==> src/rtl/mdio_pkg.sv <==
package mdio_pkg;

    localparam int HALF_W = 7;
    localparam logic [2:0] DIV_CODE_RST = 3'b010;

    // half of the MDC period, in system clocks, for each divisor code
    function automatic logic [HALF_W-1:0] div_half(input logic [2:0] code);
        logic [HALF_W-1:0] h;
        case (code)
            3'd0:    h = 7'd4;
            3'd1:    h = 7'd8;
            3'd2:    h = 7'd16;
            3'd3:    h = 7'd24;
            3'd4:    h = 7'd32;
            3'd5:    h = 7'd48;
            3'd6:    h = 7'd64;
            default: h = 7'd112;
        endcase
        return h;
    endfunction

endpackage

==> src/rtl/mdio_clk_div.sv <==
module mdio_clk_div #(
    parameter int HALF_W = 7
) (
    input  logic              clk,
    input  logic              rst_n,
    input  logic              run,
    input  logic [HALF_W-1:0] half,
    output logic              mdc,
    output logic              rise_now,
    output logic              fall_now
);

    typedef struct packed {
        logic [HALF_W-1:0] cnt;
        logic              mdc;
    } div_state_t;

    div_state_t st_d, st_q;
    logic       toggle;

    always_comb begin
        st_d     = st_q;
        toggle   = run && (st_q.cnt == half - 1'b1);
        rise_now = toggle && !st_q.mdc;
        fall_now = toggle && st_q.mdc;
        if (!run) begin
            st_d = '0;
        end else if (toggle) begin
            st_d.cnt = '0;
            st_d.mdc = !st_q.mdc;
        end else begin
            st_d.cnt = st_q.cnt + 1'b1;
        end
    end

    always_ff @(posedge clk or negedge rst_n) begin
        if (!rst_n) st_q <= '0;
        else        st_q <= st_d;
    end

    assign mdc = st_q.mdc;

endmodule

==> src/rtl/mdio_frame_eng.sv <==
module mdio_frame_eng #(
    parameter int FRAME_W    = 64,
    parameter int TA_START   = 46,
    parameter int DATA_START = 48,
    parameter int DATA_W     = 16
) (
    input  logic               clk,
    input  logic               rst_n,
    input  logic               load,
    input  logic [FRAME_W-1:0] load_frame,
    input  logic               load_rd,
    input  logic               rise_now,
    input  logic               fall_now,
    input  logic               mdio_i,
    output logic               active,
    output logic               done,
    output logic               mdio_o,
    output logic               mdio_oe,
    output logic [DATA_W-1:0]  rd_data
);

    localparam int BIT_W = $clog2(FRAME_W);
    localparam logic [BIT_W-1:0] LAST_IDX = BIT_W'(FRAME_W - 1);
    localparam logic [BIT_W-1:0] TA_IDX   = BIT_W'(TA_START);
    localparam logic [BIT_W-1:0] DAT_IDX  = BIT_W'(DATA_START);

    typedef struct packed {
        logic [FRAME_W-1:0] shift;
        logic [BIT_W-1:0]   bitn;
        logic               rd;
        logic               active;
        logic               done;
        logic [DATA_W-1:0]  rdata;
    } eng_state_t;

    eng_state_t st_d, st_q;

    always_comb begin
        st_d = st_q;
        if (load) begin
            st_d.shift  = load_frame;
            st_d.bitn   = '0;
            st_d.rd     = load_rd;
            st_d.active = 1'b1;
            st_d.done   = 1'b0;
        end else if (st_q.active) begin
            if (rise_now && st_q.rd && (st_q.bitn >= DAT_IDX)) begin
                st_d.rdata = {st_q.rdata[DATA_W-2:0], mdio_i};
            end
            if (fall_now) begin
                if (st_q.bitn == LAST_IDX) begin
                    st_d.active = 1'b0;
                    st_d.done   = 1'b1;
                end else begin
                    st_d.shift = {st_q.shift[FRAME_W-2:0], 1'b0};
                    st_d.bitn  = st_q.bitn + 1'b1;
                end
            end
        end
    end

    always_ff @(posedge clk or negedge rst_n) begin
        if (!rst_n) st_q <= '0;
        else        st_q <= st_d;
    end

    assign active  = st_q.active;
    assign done    = st_q.done;
    assign mdio_o  = st_q.active ? st_q.shift[FRAME_W-1] : 1'b1;
    assign mdio_oe = st_q.active && !(st_q.rd && (st_q.bitn >= TA_IDX));
    assign rd_data = st_q.rdata;

endmodule

==> src/rtl/mdio_master.sv <==
module mdio_master #(
    parameter int PHY_AW  = 5,
    parameter int REG_AW  = 5,
    parameter int DATA_W  = 16,
    parameter int PRE_LEN = 32
) (
    input  logic              clk,
    input  logic              rst_n,
    input  logic              cfg_wr,
    input  logic [2:0]        cfg_div_code,
    input  logic              cmd_start,
    input  logic              cmd_read,
    input  logic [PHY_AW-1:0] cmd_phy,
    input  logic [REG_AW-1:0] cmd_reg,
    input  logic [DATA_W-1:0] cmd_wdata,
    output logic              busy,
    output logic              done,
    output logic [DATA_W-1:0] rd_data,
    output logic              mdc,
    output logic              mdio_o,
    output logic              mdio_oe,
    input  logic              mdio_i
);

    import mdio_pkg::*;

    localparam int TA_START   = PRE_LEN + 4 + PHY_AW + REG_AW;
    localparam int DATA_START = TA_START + 2;
    localparam int FRAME_W    = DATA_START + DATA_W;

    typedef struct packed {
        logic [2:0] cfg_code;
        logic [2:0] act_code;
    } top_state_t;

    top_state_t         st_d, st_q;
    logic               accept;
    logic [FRAME_W-1:0] frame;
    logic [HALF_W-1:0]  half;
    logic               rise_now, fall_now;
    logic               eng_active;

    always_comb begin
        st_d   = st_q;
        accept = cmd_start && !eng_active;
        if (cfg_wr) st_d.cfg_code = cfg_div_code;
        if (accept) st_d.act_code = st_q.cfg_code;
        frame = {{PRE_LEN{1'b1}}, 2'b01,
                 cmd_read ? 2'b10 : 2'b01,
                 cmd_phy, cmd_reg,
                 cmd_read ? 2'b00 : 2'b10,
                 cmd_read ? {DATA_W{1'b0}} : cmd_wdata};
        half = div_half(st_q.act_code);
    end

    always_ff @(posedge clk or negedge rst_n) begin
        if (!rst_n) st_q <= '{cfg_code: DIV_CODE_RST, act_code: DIV_CODE_RST};
        else        st_q <= st_d;
    end

    mdio_clk_div #(.HALF_W(HALF_W)) i_clk_div (
        .clk      (clk),
        .rst_n    (rst_n),
        .run      (eng_active),
        .half     (half),
        .mdc      (mdc),
        .rise_now (rise_now),
        .fall_now (fall_now)
    );

    mdio_frame_eng #(
        .FRAME_W    (FRAME_W),
        .TA_START   (TA_START),
        .DATA_START (DATA_START),
        .DATA_W     (DATA_W)
    ) i_frame_eng (
        .clk        (clk),
        .rst_n      (rst_n),
        .load       (accept),
        .load_frame (frame),
        .load_rd    (cmd_read),
        .rise_now   (rise_now),
        .fall_now   (fall_now),
        .mdio_i     (mdio_i),
        .active     (eng_active),
        .done       (done),
        .mdio_o     (mdio_o),
        .mdio_oe    (mdio_oe),
        .rd_data    (rd_data)
    );

    assign busy = eng_active;

endmodule

==> config.mk <==
export PLATFORM = sky130hd
export DESIGN_NAME = mdio_master
export DESIGN_NICKNAME = d
export VERILOG_FILES = /design/src/rtl/mdio_pkg.sv /design/src/rtl/mdio_clk_div.sv /design/src/rtl/mdio_frame_eng.sv /design/src/rtl/mdio_master.sv
export SDC_FILE = /design/constraint.sdc
export NUM_CORES = 1
export LEC_CHECK = 0
export BUFFER_PORTS_ARGS = -buffer_cell sky130_fd_sc_hd__buf_2
export CORE_ASPECT_RATIO = 0.5
export CORE_UTILIZATION = 45
export CTS_BUF_LIST = sky130_fd_sc_hd__clkbuf_8
export DETAILED_ROUTE_END_ITERATION = 16
export GPL_ROUTABILITY_DRIVEN = 0
export GPL_TIMING_DRIVEN = 0
export SLEW_MARGIN = 5
export SYNTH_ARGS = -nofsm -noshare
export SYNTH_HDL_FRONTEND = slang
export SYNTH_HIERARCHICAL = 1
export SYNTH_SLANG_ARGS = --single-unit
export TNS_END_PERCENT = 1
==> constraint.sdc <==
create_clock -name clk -period 8.88 [get_ports clk]
set_clock_uncertainty 0.15 [all_clocks]
set_input_delay 0.888 -clock clk [delete_from_list [all_inputs] [get_ports clk]]
set_output_delay 0.888 -clock clk [all_outputs]
set_load 0.03 [all_outputs]
After elaboration in Yosys (flattened, before gate mapping). Index checks and enable logic that the tools add are counted.

Output and inout bits: 21. Input port bits: 35. Register bits: 103. Word-level logic and storage cells: 61.

Muxes and demuxes: 17. Reduce and logical (&&, ||, !) cells: 18. $lt $le $gt $ge: 2. Eq/ne operators: 10. Add/subtract/negate cells: 3. Bitwise operators: 1.

Operators with widths (count): 70-bit 2-to-1 mux (4); 7-bit one-hot mux with 7 select lines (1); 16-bit 2-to-1 mux (2); 18-bit 2-to-1 mux (1); 6-bit >= comparator, second input constant (2); 2-bit 2-to-1 mux (5); 3-bit equality test, second input constant (3); 3-bit AND reduction (3); 1-bit logical AND (8); 8-bit 2-to-1 mux (1); 7-bit by 1-bit adder with 7-bit output, second input constant (1); 7-bit equality test (1); 7-bit 2-to-1 mux (1); 7-bit by 1-bit subtractor with 7-bit output, second input constant (1); 6-bit by 1-bit adder with 6-bit output, second input constant (1); 3-bit by 2-bit equality test with 1-bit output, second input constant (2); 6-bit equality test, second input constant (1); 2-bit nonzero test (3); 2-bit != test, second input constant (2); 3-bit by 1-bit equality test with 1-bit output, second input constant (1); 1-bit logical NOT (3); 3-bit logical NOT (1); 1-bit 2-to-1 mux (2); 1-bit NOT (1).

Depth between registers and ports, before layout.
Depth in word-level cells: 11. Mapped depth: 12. Gate-level depth less buffers: 10.

Modules after synthesis. Netlist, hierarchy kept.

By module, submodules not included: mdio_frame_eng (times used 1, cells an instance 555, area an instance 5300.1 um^2, seq. area each 2227.1 um^2); mdio_clk_div (times used 1, cells an instance 58, area an instance 555.5 um^2, seq. area each 200.2 um^2); mdio_master (times used 1, cells an instance 39, area an instance 401.6 um^2, seq. area each 152.6 um^2).

Worst setup path after synthesis. OpenSTA, ideal clock, no wires.

Kind: register -> register. From: register, netlist name st_q[0]. To: register i_frame_eng.st_q (netlist bit i_frame_eng/rd_data[10]). Slack: 5.841 ns. Arrival time: 2.764 ns. Required time: 8.605 ns. Period minus slack after synthesis: 3.039 ns. Buffers on the path: 1. Library setup time: 0.125 ns. Stages on the path, launching flop included: 10. Cell sequence: dfrtp_1 nor3_1 nor2b_1 or3_1 a311o_1 nor4_1 nand4b_1 nor2_2 buf_6 mux2_2.

RTL lines: to (signal assigned) (RTL line mdio_frame_eng.sv:64) `else st_q <= st_d;`; to (decl) (RTL line mdio_frame_eng.sv:36) `eng_state_t st_d, st_q;`.

==> metrics.cfg <==
[outcome]
status = finished, violations left
violations = DRC

[worst_setup_path]
crit_buf_inv = 2
worst_path_most_repeated_cell = buf_2
worstPathCellList = nor3_1 -> nor2b_1 -> or3_1 -> a311o_1 -> nor3_2 -> and3_1 -> nand2_1 -> buf_2 -> buf_2 -> a2bb2oi_1 -> o211ai_1
cpPeakStageDelay_ns = 0.49
ff2ff_path_depth = 11
cp_num_cells = 11
required_ns = 8.98
crit_path_end_kind = register
worstSetupPathType = register to register
start_kind = register
crit_arrival_ns = 3.64
worstPathMaxFanout = 10
slowest_stage = nor3_1
critPathTopFamily = simple AND/OR/NAND/NOR gates

[synthesis]
synth.avg_cell_area_um2 = 9.60
mappedNetlistArea_um2 = 6260
seq_area_frac_synth = 0.412
synth_compound_area_frac = 0.273
synthMuxAreaShare = 0.0518
synthAdderAreaFrac = 0.00600
syn-instance-count = 652
synth_simple_gate_area_frac = 0.157
ys_types = 52
synth_top_family_by_area = compound AO/OA/AOI/OAI gates
synth-edff-count = 0
synthArstFlopShare = 1.00
synth_seq_cells = 103
synth_ff_type = dfrtp_1
yosys_warnings = 6
synth_xor_area_frac = 0.0196

[finish]
final_common_cell = dfrtp_1
syn2layout_area_growth_pct = 14.6
final_area_um2 = 7170
nFillCells = 1254
diodes = 0
drive_above_1_share = 0.203
final_nets = 795
layout_common_cells = dfrtp_1, buf_2, nand2_1

[timing]
timing.final.crit_share = 0.400
finalSetupViolations = 0
rsz0062_at_grt = false
fmax_mhz = 282
worst_slew_pin_slew_ns = 0.566
tns_ns = 0
finalHoldViolCount = 0
slew_headroom = 0.620
fin_crit_ns = 3.55
drv_slew = 0

[drt]
wl_met1_um = 8230
drt-initial-drc-count = 351
postRouteAntennaNets = 0
wl_um = 16200
drt_drc_violations_left = 1
dr_wl_met3_um = 697
via_per_inst = 5.82
wl_met2_um = 7170
wl_per_cell_um = 17.0
routed-via-count = 5552
top_layer = met4
drt_pre_antenna_iters = 10

[clocking]
clock-sinks = 103
cts_tree = yes
holdBufCountCts = 0
ctsResizeCount = 0
clockRootBuffer = clkbuf_8
cts_buffers = 9
path_clk_slew_ns = 0.10
h-tree-depth = 3
clk_path_buf_depth = 2
insertion_delay_ns = 0.38
cts_setup_buffers = 0

[power]
p_leak_nw = 2.82
p_per_area_nw_per_um2 = 207
irDropWorstVdd_mv = 0.0795

[grt]
grt_usage = 0.239
grt_pass1_wl_um = 27500
grt-ovfl-total = 0
antenna_found_initial = 0
grt_pass1_vias = 5245
grt_max_degree = 62

[floorplanning]
dieHeight_um = 85.4
rows = 30
die_w_um = 169
initial_core_util = 0.462
design.portCount = 56
core_um2 = 13600
dieArea_um2 = 14400

[flow_run]
drv_cap = 0

[placed_design]
place.detailed.hpwl_um = 10500
placed_area_um2 = 6950
io_buffers = 55

[min_path]
hold_class = primary input to async pin

==> final timing paths <==
kind                                                       end  slack, ns                         start
max                           i_frame_eng/st_q[62]$_DFFE_PN0P_       5.33           st_q[0]$_DFFE_PN0P_
min                        i_frame_eng/rd_data[11]$_DFFE_PN0P_       0.27                         rst_n
max reg2reg                   i_frame_eng/st_q[62]$_DFFE_PN0P_       5.33           st_q[0]$_DFFE_PN0P_
min reg2reg                       i_frame_eng/done$_DFFE_PN0P_       0.36  i_frame_eng/done$_DFFE_PN0P_
max in group asynchronous     i_frame_eng/st_q[66]$_DFFE_PN0P_       7.64                         rst_n
min in group clk                  i_frame_eng/done$_DFFE_PN0P_       0.36  i_frame_eng/done$_DFFE_PN0P_
==> layer usage <==
layer  up-vias  track usage
met3        12       0.0368
li1       2665            -
met1      2736        0.357
met2       139        0.364
met4         0       0.0562
met5         -            0
==> state kept, by name, indices dropped and copies added (netlist names) <==
register	cells
i_frame_eng/done	1
i_frame_eng/active	1
i_frame_eng/st_q	71
i_frame_eng/rd_data	16
i_clk_div/st_q	7
i_clk_div/mdc	1
st_q	6
==> kinds of logic after synthesis <==
group                    count (synthesis)
AO/OA/AOI/OAI                          206
XOR/XNOR                                14
AND/OR/NAND/NOR                        200
flip-flops                             103
adder cells (fa/ha/maj)                  3
other                                    2
multiplexers                            28
buffers and inverters                   96
==> through the flow <==
step           power (mW)  setup slack, ns  utilization  instances  hold slack [ns]
2_1_floorplan        1.05             5.84            -        690            0.315
3_3_place_gp         1.14             5.43        0.510        937            0.337
3_5_place_dp         1.15             5.39        0.513        938            0.339
4_1_cts              1.49             5.35        0.529        954            0.275
5_1_grt              1.59             5.01        0.529        954            0.279
6_report             1.49             5.33        0.529        954            0.269
==> cells in the mapped netlist, drive strengths merged (3+ instances only) <==
| master | n | area [um^2] |
|---|---|---|
| a21oi | 5 | 25.0 |
| a2bb2oi | 62 | 543 |
| and2 | 4 | 25.0 |
| and3 | 4 | 25.0 |
| buf | 56 | 347 |
| clkbuf | 34 | 128 |
| dfrtp | 101 | 2530 |
| ha | 3 | 37.5 |
| inv | 6 | 22.5 |
| mux2 | 26 | 304 |
| nand2 | 71 | 267 |
| nand3 | 70 | 350 |
| nor2 | 13 | 51.3 |
| nor2b | 19 | 126 |
| nor3 | 6 | 40.0 |
| o2111ai | 62 | 543 |
| o211ai | 63 | 473 |
| xnor2 | 8 | 70.1 |
| xor2 | 6 | 52.6 |
==> power breakdown <==
| group | total [mW] | internal [mW] | switching (mW) | leakage (nW) |
|---|---|---|---|---|
| Sequential | 0.773 | 0.632 | 0.141 | 1.31 |
| Clock | 0.338 | 0.159 | 0.179 | 0.105 |
| Combinational | 0.376 | 0.189 | 0.187 | 1.40 |
==> area by class of cell <==
class                      instances  area (um^2)  share of cell area
multi-input combinational        491         3320               0.463
inverter                           6         22.5             0.00314
tap                              192          240              0.0335
clock inverter                     7         97.6              0.0136
timing repair buffer              56          309              0.0431
sequential                       103         2580               0.360
clock buffer                       9          124              0.0173
buffer                            90          474              0.0661
Note: power is estimated with default switching activity, not from simulation.
